===== src/rtl/irqe_pkg.sv =====
package irqe_pkg;
   typedef enum logic [0:0] {
      SEQ_IDLE = 1'b0,
      SEQ_ACK  = 1'b1
   } seq_state_t;
endpackage


===== src/rtl/irqe_sync.sv =====
module irqe_sync #(
   parameter int W      = 3,
   parameter int STAGES = 1
) (
   input  logic         clk,
   input  logic         rst_n,
   input  logic [W-1:0] d,
   output logic [W-1:0] q
);
   if (STAGES < 0 || STAGES > 4) begin : g_bad_stages
      $error("irqe_sync: STAGES must be 0..4");
   end

   if (STAGES == 0) begin : g_pass
      assign q = d;
   end else begin : g_pipe
      logic [W-1:0] pipe [STAGES];
      always_ff @(posedge clk or negedge rst_n) begin
         if (!rst_n) begin
            for (int i = 0; i < STAGES; i++) pipe[i] <= '0;
         end else begin
            pipe[0] <= d;
            for (int i = 1; i < STAGES; i++) pipe[i] <= pipe[i-1];
         end
      end
      assign q = pipe[STAGES-1];
   end
endmodule


===== src/rtl/irqe_arbiter.sv =====
module irqe_arbiter #(
   parameter int LVL_W = 3
) (
   input  logic             clk,
   input  logic             rst_n,
   input  logic [LVL_W-1:0] req_s,
   input  logic [LVL_W-1:0] mask,
   input  logic             boundary,
   input  logic             idle,
   output logic             accept,
   output logic [LVL_W-1:0] acc_lvl
);
   localparam logic [LVL_W-1:0] TOP = {LVL_W{1'b1}};

   logic [LVL_W-1:0] prev_lvl;
   logic             nmi_pend;
   logic             top_rise;
   logic             cmp_hit;
   logic             top_hit;

   assign top_rise = (req_s == TOP) && (prev_lvl != TOP);
   assign cmp_hit  = req_s > mask;
   assign top_hit  = nmi_pend || top_rise;
   assign accept   = boundary && idle && (top_hit || cmp_hit);
   assign acc_lvl  = top_hit ? TOP : req_s;

   always_ff @(posedge clk or negedge rst_n) begin
      if (!rst_n) begin
         prev_lvl <= '0;
         nmi_pend <= 1'b0;
      end else begin
         prev_lvl <= req_s;
         if (accept && acc_lvl == TOP) nmi_pend <= 1'b0;
         else if (top_rise)            nmi_pend <= 1'b1;
      end
   end


   above_mask_chk: assert property (@(posedge clk) disable iff (!rst_n)
      accept |-> ((acc_lvl > mask) || (acc_lvl == TOP)));


   nmi_taken_chk: assert property (@(posedge clk) disable iff (!rst_n)
      (nmi_pend && boundary && idle) |-> (accept && acc_lvl == TOP));
endmodule


===== src/rtl/irqe_ack_seq.sv =====
module irqe_ack_seq
   import irqe_pkg::*;
#(
   parameter int LVL_W     = 3,
   parameter int SR_W      = 16,
   parameter int VEC_W     = 8,
   parameter int MASK_LSB  = 8,
   parameter int S_BIT     = 13,
   parameter int T_BIT     = 15,
   parameter int AUTO_BASE = 24,
   parameter int SPUR_VEC  = 24
) (
   input  logic             clk,
   input  logic             rst_n,
   input  logic             accept,
   input  logic [LVL_W-1:0] acc_lvl,
   input  logic [SR_W-1:0]  sr_in,
   input  logic             ack_vld,
   input  logic [VEC_W-1:0] ack_vec,
   input  logic             ack_auto,
   input  logic             ack_berr,
   output logic             idle,
   output logic             ack_cyc,
   output logic [LVL_W-1:0] ack_lvl,
   output logic [SR_W-1:0]  sr_saved,
   output logic [SR_W-1:0]  sr_new,
   output logic [VEC_W-1:0] vec_num,
   output logic             entry_done
);
   localparam logic [VEC_W-1:0] AUTO_V = AUTO_BASE[VEC_W-1:0];
   localparam logic [VEC_W-1:0] SPUR_V = SPUR_VEC[VEC_W-1:0];

   seq_state_t       state;
   logic [LVL_W-1:0] lvl_q;
   logic [SR_W-1:0]  sr_nxt;
   logic             rsp_any;
   logic [VEC_W-1:0] vec_pick;

   always_comb begin
      sr_nxt                     = sr_in;
      sr_nxt[T_BIT]              = 1'b0;
      sr_nxt[S_BIT]              = 1'b1;
      sr_nxt[MASK_LSB +: LVL_W]  = acc_lvl;
   end

   assign rsp_any = ack_berr || ack_auto || ack_vld;

   always_comb begin
      if (ack_berr)      vec_pick = SPUR_V;
      else if (ack_auto) vec_pick = AUTO_V + VEC_W'(lvl_q);
      else               vec_pick = ack_vec;
   end

   always_ff @(posedge clk or negedge rst_n) begin
      if (!rst_n) begin
         state      <= SEQ_IDLE;
         lvl_q      <= '0;
         sr_saved   <= '0;
         sr_new     <= '0;
         vec_num    <= '0;
         entry_done <= 1'b0;
      end else begin
         entry_done <= 1'b0;
         case (state)
            SEQ_IDLE: if (accept) begin
               state    <= SEQ_ACK;
               lvl_q    <= acc_lvl;
               sr_saved <= sr_in;
               sr_new   <= sr_nxt;
            end
            SEQ_ACK: if (rsp_any) begin
               state      <= SEQ_IDLE;
               vec_num    <= vec_pick;
               entry_done <= 1'b1;
            end
            default: state <= SEQ_IDLE;
         endcase
      end
   end

   assign idle    = (state == SEQ_IDLE);
   assign ack_cyc = (state == SEQ_ACK);
   assign ack_lvl = ack_cyc ? lvl_q : '0;


   done_pulse_chk: assert property (@(posedge clk) disable iff (!rst_n)
      entry_done |=> !entry_done);


   ack_lvl_hold_chk: assert property (@(posedge clk) disable iff (!rst_n)
      (ack_cyc && $past(ack_cyc)) |-> $stable(ack_lvl));


   spurious_vec_chk: assert property (@(posedge clk) disable iff (!rst_n)
      (entry_done && $past(ack_berr)) |-> (vec_num == SPUR_V));
endmodule


===== src/rtl/irq_entry_ctl.sv =====
module irq_entry_ctl #(
   parameter int LVL_W       = 3,
   parameter int SR_W        = 16,
   parameter int VEC_W       = 8,
   parameter int MASK_LSB    = 8,
   parameter int S_BIT       = 13,
   parameter int T_BIT       = 15,
   parameter int AUTO_BASE   = 24,
   parameter int SPUR_VEC    = 24,
   parameter int SYNC_STAGES = 1
) (
   input  logic             clk,
   input  logic             rst_n,
   input  logic [LVL_W-1:0] req_lvl,
   input  logic             boundary,
   input  logic [SR_W-1:0]  sr_in,
   input  logic             ack_vld,
   input  logic [VEC_W-1:0] ack_vec,
   input  logic             ack_auto,
   input  logic             ack_berr,
   output logic             ack_cyc,
   output logic [LVL_W-1:0] ack_lvl,
   output logic [SR_W-1:0]  sr_saved,
   output logic [SR_W-1:0]  sr_new,
   output logic [VEC_W-1:0] vec_num,
   output logic             entry_done
);
   localparam int TOP_I = (1 << LVL_W) - 1;

   if (MASK_LSB + LVL_W > SR_W) begin : g_bad_mask
      $error("irq_entry_ctl: mask field outside status word");
   end
   if (S_BIT >= SR_W || T_BIT >= SR_W || S_BIT == T_BIT) begin : g_bad_bits
      $error("irq_entry_ctl: bad supervisor/trace bit positions");
   end
   if ((S_BIT >= MASK_LSB && S_BIT < MASK_LSB + LVL_W) ||
       (T_BIT >= MASK_LSB && T_BIT < MASK_LSB + LVL_W)) begin : g_bad_overlap
      $error("irq_entry_ctl: status bits overlap mask field");
   end
   if (AUTO_BASE + TOP_I >= (1 << VEC_W) || SPUR_VEC >= (1 << VEC_W)) begin : g_bad_vec
      $error("irq_entry_ctl: vector numbers exceed VEC_W");
   end

   logic [LVL_W-1:0] req_s;
   logic             accept;
   logic [LVL_W-1:0] acc_lvl;
   logic             idle;

   irqe_sync #(.W(LVL_W), .STAGES(SYNC_STAGES)) u_sync (
      .clk(clk), .rst_n(rst_n), .d(req_lvl), .q(req_s)
   );

   irqe_arbiter #(.LVL_W(LVL_W)) u_arb (
      .clk(clk), .rst_n(rst_n), .req_s(req_s),
      .mask(sr_in[MASK_LSB +: LVL_W]), .boundary(boundary), .idle(idle),
      .accept(accept), .acc_lvl(acc_lvl)
   );

   irqe_ack_seq #(
      .LVL_W(LVL_W), .SR_W(SR_W), .VEC_W(VEC_W), .MASK_LSB(MASK_LSB),
      .S_BIT(S_BIT), .T_BIT(T_BIT), .AUTO_BASE(AUTO_BASE), .SPUR_VEC(SPUR_VEC)
   ) u_seq (
      .clk(clk), .rst_n(rst_n), .accept(accept), .acc_lvl(acc_lvl),
      .sr_in(sr_in), .ack_vld(ack_vld), .ack_vec(ack_vec),
      .ack_auto(ack_auto), .ack_berr(ack_berr), .idle(idle),
      .ack_cyc(ack_cyc), .ack_lvl(ack_lvl), .sr_saved(sr_saved),
      .sr_new(sr_new), .vec_num(vec_num), .entry_done(entry_done)
   );


   ack_needs_boundary_chk: assert property (@(posedge clk) disable iff (!rst_n)
      $rose(ack_cyc) |-> $past(boundary));


   sr_new_fields_chk: assert property (@(posedge clk) disable iff (!rst_n)
      entry_done |-> (sr_new[S_BIT] && !sr_new[T_BIT] &&
                      sr_new[MASK_LSB +: LVL_W] == $past(ack_lvl)));
endmodule


===== config.mk =====
export PLATFORM = sky130hd
export DESIGN_NAME = irq_entry_ctl
export DESIGN_NICKNAME = d
export VERILOG_FILES = /design/src/rtl/irqe_pkg.sv /design/src/rtl/irqe_sync.sv /design/src/rtl/irqe_arbiter.sv /design/src/rtl/irqe_ack_seq.sv /design/src/rtl/irq_entry_ctl.sv
export SDC_FILE = /design/constraint.sdc
export NUM_CORES = 1
export LEC_CHECK = 0
export BUFFER_PORTS_ARGS = -buffer_cell sky130_fd_sc_hd__buf_2
export CORE_ASPECT_RATIO = 0.75
export CORE_MARGIN = 3
export CORE_UTILIZATION = 25
export CTS_CLUSTER_SIZE = 14
export DETAILED_ROUTE_END_ITERATION = 10
export HOLD_SLACK_MARGIN = 0.06
export PLACE_DENSITY = 0.58
export RECOVER_POWER = 100
export SYNTH_ARGS = -nofsm -noshare
export SYNTH_HDL_FRONTEND = slang
export SYNTH_SLANG_ARGS = --single-unit

===== constraint.sdc =====
create_clock -name clk -period 3.79 [get_ports clk]
set_input_delay 0.758 -clock clk [delete_from_list [all_inputs] [get_ports clk]]
set_output_delay 0.758 -clock clk [all_outputs]
set_load 0.005 [all_outputs]

Word-level counts from Yosys, hierarchy flattened
Cells that the tools add are included.
{"block": "word_totals", "register_bits": 51, "output_inout_bits": 45, "wordCells": 37}
{"block": "classes", "addsub": 1, "magnitude_cmp": 1, "eq_ne": 3, "mux": 11, "bitwise": 1, "reduce_logical": 11}
{"op": "$mux W8", "count": 2}
{"op": "$add A5 B3 Y6 const A", "count": 1}
{"op": "$eq A3 B3 Y1 const B", "count": 2}
{"op": "$mux W1", "count": 6}
{"op": "$mux W3", "count": 2}
{"op": "$logic_and A1 B1 Y1", "count": 4}
{"op": "$logic_or A1 B1 Y1", "count": 4}
{"op": "$reduce_and A2 Y1", "count": 2}
{"op": "$gt A3 B3 Y1", "count": 1}
{"op": "$ne A3 B3 Y1 const B", "count": 1}
{"op": "$pmux W1 S2", "count": 1}
{"op": "$reduce_bool A2 Y1", "count": 1}
{"op": "$not A1 Y1", "count": 1}

Depth between registers and ports, before layout
{"block": "depth", "depth_word": 7, "mapped_depth": 8, "ltp_nobuf": 7}

Hierarchy
A second synthesis with hierarchy kept.
{"block": "unflattened", "hier_cells": 123, "area_unflattened_um2": 1659.1}
{"module": "irqe_ack_seq", "n_inst": 1, "cells_each": 98, "area_each_um2": 1356.3, "seq_area_each_um2": 750.7}
{"module": "irqe_arbiter", "n_inst": 1, "cells_each": 22, "area_each_um2": 227.7, "seq_area_each_um2": 100.1}
{"module": "irqe_sync", "n_inst": 1, "cells_each": 3, "area_each_um2": 75.1, "seq_area_each_um2": 75.1}

Worst setup path before layout
No wires, ideal clock.
{"block": "synth_timing", "kind": "input to register", "startpoint": "input sr_in[9]", "endpoint": "register u_seq.sr_saved[11]", "setup_time_ns": 0.125, "arrival_time_ns": 2.206, "required_time_ns": 3.665, "path_slack_ns": 1.459, "cell_stages": 7, "path_cell_list": "inv_1 ha_1 a211o_1 a211oi_2 or2_4 buf_6 mux2_4"}
{"block": "synth_between", "elab_chain_cells": 4}
{"item": "from (decl)", "line": "irq_entry_ctl.sv:16", "rtl": "input logic [SR_W-1:0] sr_in,"}
{"item": "$gt A3 B3 Y1", "line": "irqe_arbiter.sv:22", "rtl": "assign cmp_hit = req_s > mask;"}
{"item": "$logic_or A1 B1 Y1", "line": "irqe_arbiter.sv:24", "rtl": "assign accept = boundary && idle && (top_hit || cmp_hit);"}
{"item": "$logic_and A1 B1 Y1", "line": "irqe_arbiter.sv:24"}
{"item": "$reduce_and A2 Y1 (no source line)"}
{"item": "to (signal assigned)", "line": "irqe_ack_seq.sv:68", "rtl": "sr_saved <= sr_in;"}
{"item": "to (decl)", "line": "irqe_ack_seq.sv:25", "rtl": "output logic [SR_W-1:0] sr_saved,"}
Every way passes these cells.
A chain may end at the register's enable or synchronous reset.

Worst setup path in the final report
{"block": "layout_timing", "startpoint": "input ack_auto", "endpoint": "register u_seq.vec_num[4]"}
{"block": "layout_between", "elab_chain_cells": 3, "word_cells_on_any_way": 5, "classes_between": "2 x mux; 3 x reduce/logical"}
{"item": "from (decl)", "line": "irq_entry_ctl.sv:19", "rtl": "input logic ack_auto,"}
{"item": "$logic_or A1 B1 Y1 (2 in a row)", "line": "irqe_ack_seq.sv:46", "rtl": "assign rsp_any = ack_berr || ack_auto || ack_vld;"}
{"item": "$reduce_and A2 Y1 (no source line)"}
{"item": "to (signal assigned)", "line": "irqe_ack_seq.sv:73", "rtl": "vec_num <= vec_pick;"}
{"item": "to (decl)", "line": "irqe_ack_seq.sv:27", "rtl": "output logic [VEC_W-1:0] vec_num,"}
Parallel ways exist; a longest one is shown, timed or not.

==> results.py <==
metrics = {
    "outcome": {
        "run_status": "finished with violations",
        "violations": "capacitance limit, slew limit",
    },
    "worst_setup_path": {
        "critPathMaxStageDelay_ps": 1170,
        "cp.depth": 4,
        "ff2ff_setup_slack_ps": 1580,
        "reg2reg_depth": 5,
        "r2r-end": "u_seq.sr_saved[0]",
        "worst_ep_arrival_time_ps": 2730,
        "crit_chain": "clkbuf_1 -> or2_2 -> o21ai_0 -> o21ai_0",
        "path_class": "in2reg",
        "path_delay_family": "compound AO/OA/AOI/OAI gates",
        "cpMostUsedCell": "o21ai_0",
        "startpoint": "ack_auto",
        "start_kind": "primary input",
        "cp.buffers_inverters": 1,
        "endpoint": "u_seq.vec_num[4]",
        "r2r-start": "u_sync.q[1]",
        "end_kind": "register",
        "critical_path.slowest_cell": "o21ai_0",
        "cp_max_fo": 17,
        "worstPathRequired_ps": 3890,
    },
    "placed_design": {
        "port_buffers": 76,
        "hpwlAfterDp_um": 2645,
        "globalplace.congestion": 0.7713,
        "postPlaceCellArea_um2": 2016,
    },
    "sta": {
        "maxSlewViolCount": 56,
        "grt_setup_unrepaired": "no",
        "max_slew.worst_pin.slew_ps": 1998,
        "fin_crit_sh_pct": 69.23,
        "fin_skew_ps": 5.842,
        "max_freq_mhz": 381.1,
        "slew_headroom_pct": -33.18,
        "finalSetupViolCount": 0,
        "min_period_ps": 2624,
        "finalSetupTns_ps": 0,
        "hold_violations": 0,
    },
    "clocking": {
        "path_clk_slew_ps": 70,
        "cts_tree": "yes",
        "post_cts_resized": 0,
        "cts.path.max_buffers": 2,
        "cts_made_buffers": 5,
        "postCtsSetupBuffers": 0,
        "clock_latency_ps": 290,
        "cts_num_sinks": 37,
        "h-tree-depth": 2,
        "holdBufCountCts": 0,
        "cts_root_buf": "clkbuf_8",
    },
    "detailed_routing": {
        "drc": 0,
        "antenna_left": 0,
        "wirelength_um": 3509,
        "via_per_inst": 4.149,
        "drtIter0Drc": 28,
        "vias": 1170,
        "dr.pass1.iters": 2,
        "drt-wirelength-per-cell_um": 12.44,
    },
    "global_routing": {
        "antenna_found_initial": 0,
        "global_route.usage.total_pct": 9.889,
        "grt_start_max_net_pins": 38,
        "gr-total-overflow": 0,
        "grt_pass1_vias": 1201,
        "grt_pass1_wl_um": 5885,
    },
    "run": {
        "cap_violations": 2,
    },
    "cells_and_area": {
        "design_area_um2": 2059,
        "ff_latch_area_um2": 925.9,
        "num_antenna_cells": 0,
        "drive_gt1_share_pct": 37.81,
        "syn_to_final_growth_pct": 24.41,
        "multi_input_area_um2": 516.7,
        "fin_nets": 236,
        "n_fill_cell": 673,
    },
    "synthesis": {
        "syn_inst": 133,
        "synth-seq-area-share_pct": 55.93,
        "ys.warnings.count": 0,
        "syn_area_per_cell_um2": 12.45,
        "synth.distinct_cells": 28,
        "syn-cell-area_um2": 1655,
        "synth_nets": 169,
        "ys_ff_latch": 37,
    },
    "pwr": {
        "p_clk_share_pct": 26.3,
        "p_per_area_nw_per_um2": 654.9,
        "p_sw_uw": 405.6,
        "p_sw_share_pct": 30.07,
        "vdd_ir_drop_max_uv": 184.1,
        "p_seq_share_pct": 44.9,
        "p_int_uw": 943.2,
        "power_frac_comb_pct": 28.8,
        "p_total_uw": 1349,
        "p_leak_uw": 0.001026,
    },
    "floorplanning": {
        "die_area_um2": 7644,
        "core_um2": 6350,
        "die_x_um": 99.96,
        "die_h_um": 76.47,
        "initial_core_util_pct": 26.07,
        "ios": 78,
        "num_rows": 25,
    },
    "min_path": {
        "hp-class": "reg2reg",
    },
}
[how the worst min path moves through the flow]
stage	start	to	slack [ps]	cells after the start
floorplan	u_sync.q[1]	u_arb.prev_lvl[1]	410	0
global placement	u_seq.sr_new[13]	u_seq.sr_new[13]	450	1
detailed placement	u_seq.sr_new[13]	u_seq.sr_new[13]	450	1
CTS	u_seq.sr_new[13]	u_seq.sr_new[13]	470	1
global route	u_seq.sr_new[13]	u_seq.sr_new[13]	480	1
finish	u_seq.sr_new[13]	u_seq.sr_new[13]	470	1
[cell families after synthesis]
logic type / Yosys count / share of synthesized area (%)
muxes: 17 / 14.29
and+or+nand+nor: 26 / 7.408
AOI/OAI and AO/OA: 24 / 10.51
buffers and inverters: 25 / 9.372
DFF: 37 / 55.93
adders and majority gates: 3 / 2.268
other: 1 / 0.2265
[flip-flops by register name (all words and copies together), names as in the netlist]
| name | flops |
|---|---|
| u_arb.prev_lvl | 3 |
| u_seq.vec_num | 8 |
| u_seq.sr_saved | 16 |
| u_arb.nmi_pend | 1 |
| u_seq.sr_new | 2 |
| u_sync.q | 3 |
| u_seq.entry_done | 1 |
| u_seq.lvl_q | 2 |
| u_seq.ack_cyc | 1 |
[power groups by stage]
stage / clock network [µW] / registers, µW / logic (µW)
2_1_floorplan: 0 / 622 / 300
3_3_place_gp: 0 / 615 / 463
3_5_place_dp: 0 / 619 / 467
6_report: 355 / 605 / 389
5_1_grt: 395 / 627 / 442
4_1_cts: 375 / 613 / 468
[synthesized netlist by cell type]
| cell type | count | area share (%) |
|---|---|---|
| a2bb2oi_1 | 2 | 1.1 |
| inv_1 | 9 | 2.0 |
| mux2_4 | 13 | 12 |
| mux2i_1 | 3 | 1.8 |
| o22a_1 | 1 | 0.53 |
| a31oi_1 | 1 | 0.38 |
| a21oi_1 | 3 | 0.91 |
| or2_4 | 1 | 0.53 |
| o21ai_0 | 9 | 2.7 |
| o31ai_1 | 4 | 1.8 |
| nand2_1 | 12 | 2.7 |
| o21ai_2 | 1 | 0.53 |
| nor2_1 | 8 | 1.8 |
| a31oi_4 | 1 | 1.3 |
| clkbuf_1 | 1 | 0.23 |
| ha_1 | 3 | 2.3 |
| buf_4 | 12 | 5.4 |
| buf_6 | 2 | 1.4 |
| and4b_1 | 1 | 0.60 |
| buf_2 | 1 | 0.30 |
| nand2b_1 | 2 | 0.76 |
| nand3_2 | 1 | 0.60 |
| dfrtp_1 | 37 | 56 |
| a211o_1 | 1 | 0.53 |
| mux2_2 | 1 | 0.68 |
| or2_2 | 1 | 0.38 |
| conb_1 | 1 | 0.23 |
| a211oi_2 | 1 | 0.76 |
[metal layers]
metal | up-vias | part of all wire (%) | GRT usage [%]
li1 | 571 | - | -
met1 | 557 | 44 | 12.46
met2 | 35 | 48 | 15.05
met3 | 7 | 6.6 | 3.843
met4 | 0 | 1.5 | 4.093
met5 | - | 0 | 0
[per-stage QoR]
step	utilization, %	hold slack (ps)	instances	setup slack [ps]
after floorplan	-	408.9	133	1459
after global placement	31.74	445.8	274	1190
after detailed placement	31.74	446.9	274	1140
after CTS	33.58	469.1	282	1451
after global routing	32.43	483.8	282	760.9
final	32.43	466.6	282	1166
[area by class of cell]
cell class                      instances  area share (%)
Timing Repair Buffer                   76           17.74
Clock inverter                          1           1.458
Clock buffer                            7           4.192
Tap cell                               81           4.921
Multi-Input combinational cell         71           25.09
Inverter                                9           1.640
Sequential cell                        37           44.96
[layout by cell type, fill, tap and decap left out]
| cell type | n |
|---|---|
| buf_2 | 63 |
| dfrtp_1 | 37 |
| mux2_1 | 13 |
| clkbuf_1 | 13 |
| nand2_1 | 12 |
| o21ai_0 | 10 |
| inv_1 | 9 |
| nor2_1 | 8 |
| clkbuf_8 | 6 |
| o31ai_1 | 4 |
| a21oi_1 | 3 |
| mux2i_1 | 3 |
| ha_1 | 3 |
| nand2b_1 | 2 |
| a2bb2oi_1 | 2 |
| or2_2 | 1 |
| a211o_1 | 1 |
| a31oi_1 | 1 |
| nand3_2 | 1 |
| a31oi_4 | 1 |
| a211oi_1 | 1 |
| or2_4 | 1 |
| o22a_1 | 1 |
| and4b_1 | 1 |
| mux2_2 | 1 |
| conb_1 | 1 |
| bufinv_16 | 1 |
| clkbuf_2 | 1 |
Power figures use the tool's default switching activity.
